**config.mk**
```make
export PLATFORM = sky130hd
export DESIGN_NAME = lsm_addr_seq
export DESIGN_NICKNAME = d
export VERILOG_FILES = /design/src/rtl/lsm_pkg.sv /design/src/rtl/lsm_popcount.sv /design/src/rtl/lsm_lowest.sv /design/src/rtl/lsm_addr_plan.sv /design/src/rtl/lsm_addr_seq.sv
export SDC_FILE = /design/constraint.sdc
export NUM_CORES = 1
export LEC_CHECK = 0
export BUFFER_PORTS_ARGS = -buffer_cell sky130_fd_sc_hd__buf_2
export CAP_MARGIN = 20
export CORE_MARGIN = 1.5
export CORE_UTILIZATION = 60
export DETAILED_ROUTE_END_ITERATION = 10
export PLACE_DENSITY_LB_ADDON = 0.05
export SLEW_MARGIN = 20
export SYNTH_ARGS = -nofsm -noshare
export SYNTH_HDL_FRONTEND = slang
export SYNTH_HIERARCHICAL = 1
export SYNTH_SLANG_ARGS = --single-unit
```
**constraint.sdc**
```tcl
create_clock -name clk -period 17.46 [get_ports clk]
set_input_delay 3.492 -clock clk [delete_from_list [all_inputs] [get_ports clk]]
set_output_delay 3.492 -clock clk [all_outputs]
set_load 0.005 [all_outputs]
```
**src/rtl/lsm_pkg.sv**
```systemverilog
package lsm_pkg;
  localparam int WORD_BYTES = 4;
  localparam int WORD_SHIFT = 2;

  typedef enum logic [1:0] {
    ST_IDLE = 2'd0,
    ST_RUN  = 2'd1,
    ST_FIN  = 2'd2
  } lsm_state_e;

  typedef enum logic {
    MODE_INC_AFTER  = 1'b0,
    MODE_DEC_BEFORE = 1'b1
  } lsm_mode_e;
endpackage

```
**src/rtl/lsm_popcount.sv**
```systemverilog
module lsm_popcount #(
  parameter int N  = 16,
  parameter int CW = $clog2(N + 1)
) (
  input  logic [N-1:0]  vec_i,
  output logic [CW-1:0] cnt_o
);
  always_comb begin
    cnt_o = '0;
    for (int i = 0; i < N; i++) begin
      cnt_o = cnt_o + CW'(vec_i[i]);
    end
  end
endmodule

```
**src/rtl/lsm_lowest.sv**
```systemverilog
module lsm_lowest #(
  parameter int N  = 16,
  parameter int IW = $clog2(N)
) (
  input  logic [N-1:0]  vec_i,
  output logic [N-1:0]  onehot_o,
  output logic [IW-1:0] idx_o
);
  assign onehot_o = vec_i & (~vec_i + N'(1));

  always_comb begin
    idx_o = '0;
    for (int i = 0; i < N; i++) begin
      if (onehot_o[i]) idx_o = IW'(i);
    end
  end
endmodule

```
**src/rtl/lsm_addr_plan.sv**
```systemverilog
module lsm_addr_plan #(
  parameter int AW = 32,
  parameter int CW = 5
) (
  input  logic [AW-1:0] base_i,
  input  logic [CW-1:0] count_i,
  input  logic          mode_i,
  input  logic          wb_en_i,
  output logic [AW-1:0] first_o,
  output logic [AW-1:0] wb_o
);
  import lsm_pkg::*;

  logic [AW-1:0] span;
  logic [AW-1:0] low_addr;
  logic [AW-1:0] high_addr;
  logic [AW-1:0] final_base;

  assign span       = AW'(count_i) << WORD_SHIFT;
  assign low_addr   = base_i - span;
  assign high_addr  = base_i + span;
  assign first_o    = (mode_i == MODE_DEC_BEFORE) ? low_addr : base_i;
  assign final_base = (mode_i == MODE_DEC_BEFORE) ? low_addr : high_addr;
  assign wb_o       = wb_en_i ? final_base : base_i;
endmodule

```
**src/rtl/lsm_addr_seq.sv**
```systemverilog
module lsm_addr_seq #(
  parameter int AW   = 32,
  parameter int NREG = 16,
  localparam int IW  = $clog2(NREG),
  localparam int CW  = $clog2(NREG + 1)
) (
  input  logic          clk,
  input  logic          rst_n,
  input  logic          start_i,
  input  logic [AW-1:0] base_i,
  input  logic [NREG-1:0] mask_i,
  input  logic          wb_en_i,
  input  logic          load_i,
  input  logic          mode_i,
  output logic          busy_o,
  output logic          xfer_valid_o,
  input  logic          xfer_ready_i,
  output logic [IW-1:0] xfer_reg_o,
  output logic [AW-1:0] xfer_addr_o,
  output logic          done_o,
  output logic [AW-1:0] wb_base_o,
  output logic          pc_loaded_o
);
  import lsm_pkg::*;

  lsm_state_e      state_q;
  logic [NREG-1:0] rem_q;
  logic [AW-1:0]   addr_q;
  logic [AW-1:0]   wb_q;
  logic            pc_q;

  logic [CW-1:0]   start_cnt;
  logic [AW-1:0]   start_first;
  logic [AW-1:0]   start_wb;
  logic [NREG-1:0] low_onehot;
  logic [IW-1:0]   low_idx;
  logic [NREG-1:0] rem_next;
  logic            accept_start;
  logic            fire;

  lsm_popcount #(.N(NREG), .CW(CW)) u_count (
    .vec_i (mask_i),
    .cnt_o (start_cnt)
  );

  lsm_addr_plan #(.AW(AW), .CW(CW)) u_plan (
    .base_i  (base_i),
    .count_i (start_cnt),
    .mode_i  (mode_i),
    .wb_en_i (wb_en_i),
    .first_o (start_first),
    .wb_o    (start_wb)
  );

  lsm_lowest #(.N(NREG), .IW(IW)) u_pick (
    .vec_i    (rem_q),
    .onehot_o (low_onehot),
    .idx_o    (low_idx)
  );

  assign accept_start = (state_q == ST_IDLE) && start_i;
  assign fire         = xfer_valid_o && xfer_ready_i;
  assign rem_next     = rem_q & ~low_onehot;

  always_ff @(posedge clk) begin
    if (!rst_n) begin
      state_q <= ST_IDLE;
      rem_q   <= '0;
      addr_q  <= '0;
      wb_q    <= '0;
      pc_q    <= 1'b0;
    end else begin
      unique case (state_q)
        ST_IDLE: begin
          if (accept_start) begin
            rem_q   <= mask_i;
            addr_q  <= start_first;
            wb_q    <= start_wb;
            pc_q    <= load_i && mask_i[NREG-1];
            state_q <= (mask_i == '0) ? ST_FIN : ST_RUN;
          end
        end
        ST_RUN: begin
          if (fire) begin
            rem_q  <= rem_next;
            addr_q <= addr_q + AW'(WORD_BYTES);
            if (rem_next == '0) state_q <= ST_FIN;
          end
        end
        ST_FIN:  state_q <= ST_IDLE;
        default: state_q <= ST_IDLE;
      endcase
    end
  end

  assign busy_o       = (state_q != ST_IDLE);
  assign xfer_valid_o = (state_q == ST_RUN);
  assign xfer_reg_o   = low_idx;
  assign xfer_addr_o  = addr_q;
  assign done_o       = (state_q == ST_FIN);
  assign wb_base_o    = wb_q;
  assign pc_loaded_o  = done_o && pc_q;

  AST_ASCENDING: assert property (@(posedge clk) disable iff (!rst_n)
    fire |=> (!xfer_valid_o || (xfer_reg_o > $past(xfer_reg_o))));

  AST_ADDR_STEP: assert property (@(posedge clk) disable iff (!rst_n)
    fire |=> (!xfer_valid_o || (xfer_addr_o == $past(xfer_addr_o) + AW'(WORD_BYTES))));

  AST_STALL_HOLD: assert property (@(posedge clk) disable iff (!rst_n)
    (xfer_valid_o && !xfer_ready_i) |=>
      (xfer_valid_o && $stable(xfer_reg_o) && $stable(xfer_addr_o)));

  AST_DONE_PULSE: assert property (@(posedge clk) disable iff (!rst_n)
    done_o |=> !done_o);

  AST_EMPTY_FAST: assert property (@(posedge clk) disable iff (!rst_n)
    (start_i && !busy_o && (mask_i == '0)) |=> (done_o && !xfer_valid_o));

  AST_NO_RESTART: assert property (@(posedge clk) disable iff (!rst_n)
    (xfer_valid_o && !xfer_ready_i && start_i) |=> $stable(xfer_addr_o));

  AST_PC_WITH_DONE: assert property (@(posedge clk) disable iff (!rst_n)
    pc_loaded_o |-> done_o);
endmodule

```
==> results.txt <==
- After legalization and detailed placement, the total HPWL measured between 10 and 15 mm.
- Of all flip-flops after synthesis, the portion carrying an async set or reset was 0.
- Number of enable-type register cells in the synthesized netlist: 0
- FMAX: roughly 120 MHz
- Maximum fanout encountered on the critical timing path: 9
* Critical Path Start Type: input pin
- Final critical path time including I/O delays and setup: approximately 8.6 ns
- Among cell families on the critical path, the largest total delay comes from adder cells.
- DRT Pass-1 Iters: 5
- Across the routed clock network, the largest skew measured is ~0.0056 ns.
- Reg2reg setup slack: between 10 and 15 ns
- The mapped netlist covers 6947 µm².
* CTS clock-pin slew for the worst setup and hold paths: approximately 0.060 ns
- Port buffering added 126 buffers.
- Mean number of vias per cell: ~6.3
- Diode count: 0
- Total negative setup slack: 0 ns
* Cell at the root of the clock tree: clkbuf_16
- Routability-driven placement finished with a final weighted congestion of 0.9484.
- Net count after synthesis: 1068
* CTS tree: built
- Data on the critical path is required at its endpoint by ~18 ns.
* Core region area: 11370 µm²
- Counting stages on the worst path, the most repeated cell is fa_1.
* Yosys top cell area share: 0.2392
- Yosys warning count: 6
- The flow ran to the end, and the final reports show no timing, DRC or antenna violations.
* Starting density of the core: 0.6110
- The detail route stage leaves a number of antenna-violating nets equal to 0.
* I/O pins: around 130
* Slew margin rel.: 0.3287
* Iteration-0 DRC count of the detailed router: between 700 and 800
- Top flip-flop cell by instance count after synthesis: dfxtp_1
* Fill cell count: between 1000 and 1500
- Die boundary width: between 100 and 150 µm
* Final wirelength: between 20 and 25 mm
- The final count of hold timing violations came to 0.
* Total Nets Final: roughly 1100
- The worst setup path is captured at a flop.
- The signal on the critical path passes through buf_2 > inv_1 > fa_1 > fa_1 > fa_1 > fa_1 > inv_1 > ha_1 > inv_1 > fa_1 > nor2b_1 > o21a_1 > inv_1 > ha_1 > nand2b_1 > a21o_1 > nor4b_1 > xor2_1 > a22o_1 > nand2_1 > nand3_1.
* RSZ-0062 raised after global routing: no
- Total overflow reported by the global router: 0
* Startpoint-to-endpoint class of the critical path: input pin to flop
* Final Setup Violations: 0
* H-tree depth: 3
* Total Die Area: 12230 µm²
- The floorplan step set the die height to 110.6 µm.
* Synth area leaders: dfxtp_1, nand2_1, a21oi_1
- Hold buffers post-CTS: 0
- Most common cell after layout, fill and taps aside: nand2_1
- In this run the post-CTS setup repair buffer count came out at 0.
* Ratio of total power to cell area: 117.9 nW/µm²
- Synthesized area divided by synthesized cell count: 7.052 µm²
- Of the available clock period, the critical path in the final layout requires 0.4951.
- CTS-repair resized insts: 0
- #FFs+latches synth: 83
- The count of pins over their slew limit came to 0.
- Static Leakage: 3.221 nW
- The number of clock buffers added by TritonCTS is 9.
* Global-route wire length before repair: approximately 34 mm
- Combined global-route utilization of all metal layers: 0.3399
* VDD IR max: 0.00006415 V
* Area growth from synthesis to layout: 12.68%
- After detailed routing, the number of remaining DRC violations is 0.
* Sink count of the clock tree: 83
- Synth unique cells: 78
- Instance count of the mapped netlist: 985
* Leading cell types in the layout, fill and taps excluded: nand2_1, buf_2, a21oi_1
* Number of global-route vias before repair: about 6600
- In this run the deepest clock path goes through 2 buffers.
- Of the cells placed in the final design, the portion with a size suffix greater than 1 is 0.1700.
- The routed layout has 7530 vias.
* Largest stage delay on the critical path: 0.56 ns
- In this run the core area contains 39 standard-cell rows.
- Fin Hold WS: 0.4507 ns
- At the pin with the least slew margin, the transition time is 1.007 ns.
- The design draws 923.2 µW.
* Initial antenna violation count: 0
- Largest net degree at the start of global routing: 68
- The critical path contains buffers and inverters numbering 5 combined.
- Skew-Pair Late Insertion Delay: 0.35 ns
- Max-cap violations in this run came to 0.
* Per-cell routed wire length: 17.45 µm
* Yosys top cell by area: dfxtp_1
* Worst Path Arrival: 8.93 ns
- For this run, the register share of the synthesized area comes to 0.2392.
- Slowest cell on crit path: fa_1
- The path class of the tightest hold or removal check is flop to flop.
flip-flops by register name, summed over array words and instances (netlist names):
name	count
wb_base_o	32
xfer_addr_o	32
rem_q	16
state_q	2
pc_q	1
cell usage after synthesis (all sizes together), types with 3 or more instances:
cell type / instances
xnor2: 42
mux2i: 8
nor4b: 4
and2: 7
and3: 16
and4: 4
ha: 16
or3: 6
nand2b: 13
a311oi: 3
nor4: 27
o22ai: 7
nor3b: 3
or2: 4
a221oi: 3
dfxtp: 83
nor2b: 9
fa: 12
nor3: 28
a21o: 7
buf: 18
o2111ai: 3
nand4: 27
o31ai: 3
inv: 60
o221ai: 4
o211ai: 5
a211oi: 7
nand2: 158
o21ai: 53
a22oi: 6
a31oi: 7
nor2: 80
clkbuf: 53
a32oi: 10
or4: 6
a21oi: 107
nand3: 32
xor2: 12
report_power, final:
group | switching, mW | leakage (nW) | internal (mW) | total [mW]
logic | 0.282 | 2.38 | 0.178 | 0.459
registers | 0.0319 | 0.682 | 0.215 | 0.247
clock network | 0.0791 | 0.161 | 0.138 | 0.217
routing by layer:
metal | track usage | routed length, µm | share of wire | up-vias
li1 | - | - | - | 3632
met1 | 0.4841 | 9380 | 0.45 | 3465
met2 | 0.5025 | 9254 | 0.44 | 402
met3 | 0.07464 | 1875 | 0.089 | 29
met4 | 0.1197 | 404 | 0.019 | 2
met5 | 0.03750 | 63 | 0.0030 | -
worst reg2reg max path, cell delays in order, from the launching register on:
cell	delay [ns]
dfxtp_1	0.41
or4_4	0.59
nor3_4	0.26
and2_1	0.20
and4b_1	0.27
nor2b_1	0.07
a2111oi_0	0.39
o2111ai_1	0.19
nor4_1	0.39
a31o_2	0.20
per-stage QoR:
stage | instances | cell area, µm² | utilization | setup WS, ns
after floorplan | 985 | 6947 | - | 9.179
after global placement | 1188 | 7498 | 0.6595 | 8.553
after detailed placement | 1188 | 7498 | 0.6595 | 8.535
after CTS | 1202 | 7828 | 0.6885 | 8.866
after global routing | 1202 | 7828 | 0.6885 | 8.416
final | 1202 | 7828 | 0.6885 | 8.816
cells by family (layout without fill, tap and decap cells):
| logic type | after synthesis | in the layout | share of synthesized area |
|---|---|---|---|
| and+or+nand+nor | 431 | 431 | 0.3192 |
| AOI/OAI and AO/OA | 246 | 246 | 0.2178 |
| buffers and inverters | 133 | 207 | 0.07763 |
| DFF | 83 | 83 | 0.2392 |
| xor gates and xnor gates | 54 | 54 | 0.06808 |
| adders and majority gates | 28 | 28 | 0.06340 |
| muxes | 10 | 10 | 0.01477 |
cell type report:
cell class	instances	area (µm²)	share of cell area
multi-input combinational	769	4757	0.6077
sequential	83	1662	0.2123
timing repair buffer	131	668.1	0.08536
inverter	62	232.7	0.02973
clock buffer	9	225.2	0.02877
tap	143	178.9	0.02286
clock inverter	5	103.9	0.01327
worst paths after layout:
path                                            startpoint                           end  cells after the start
worst min register to register  wb_base_o[29]$_SDFFE_PN0P_    wb_base_o[29]$_SDFFE_PN0P_                      2
worst max-delay path                             mask_i[0]  xfer_addr_o[31]$_SDFFE_PN0P_                     21
worst min-delay path            wb_base_o[29]$_SDFFE_PN0P_    wb_base_o[29]$_SDFFE_PN0P_                      2
worst max register to register       rem_q[0]$_SDFFE_PN0P_       state_q[1]$_SDFFE_PN0P_                      9
(Power assumes the default switching activity.)
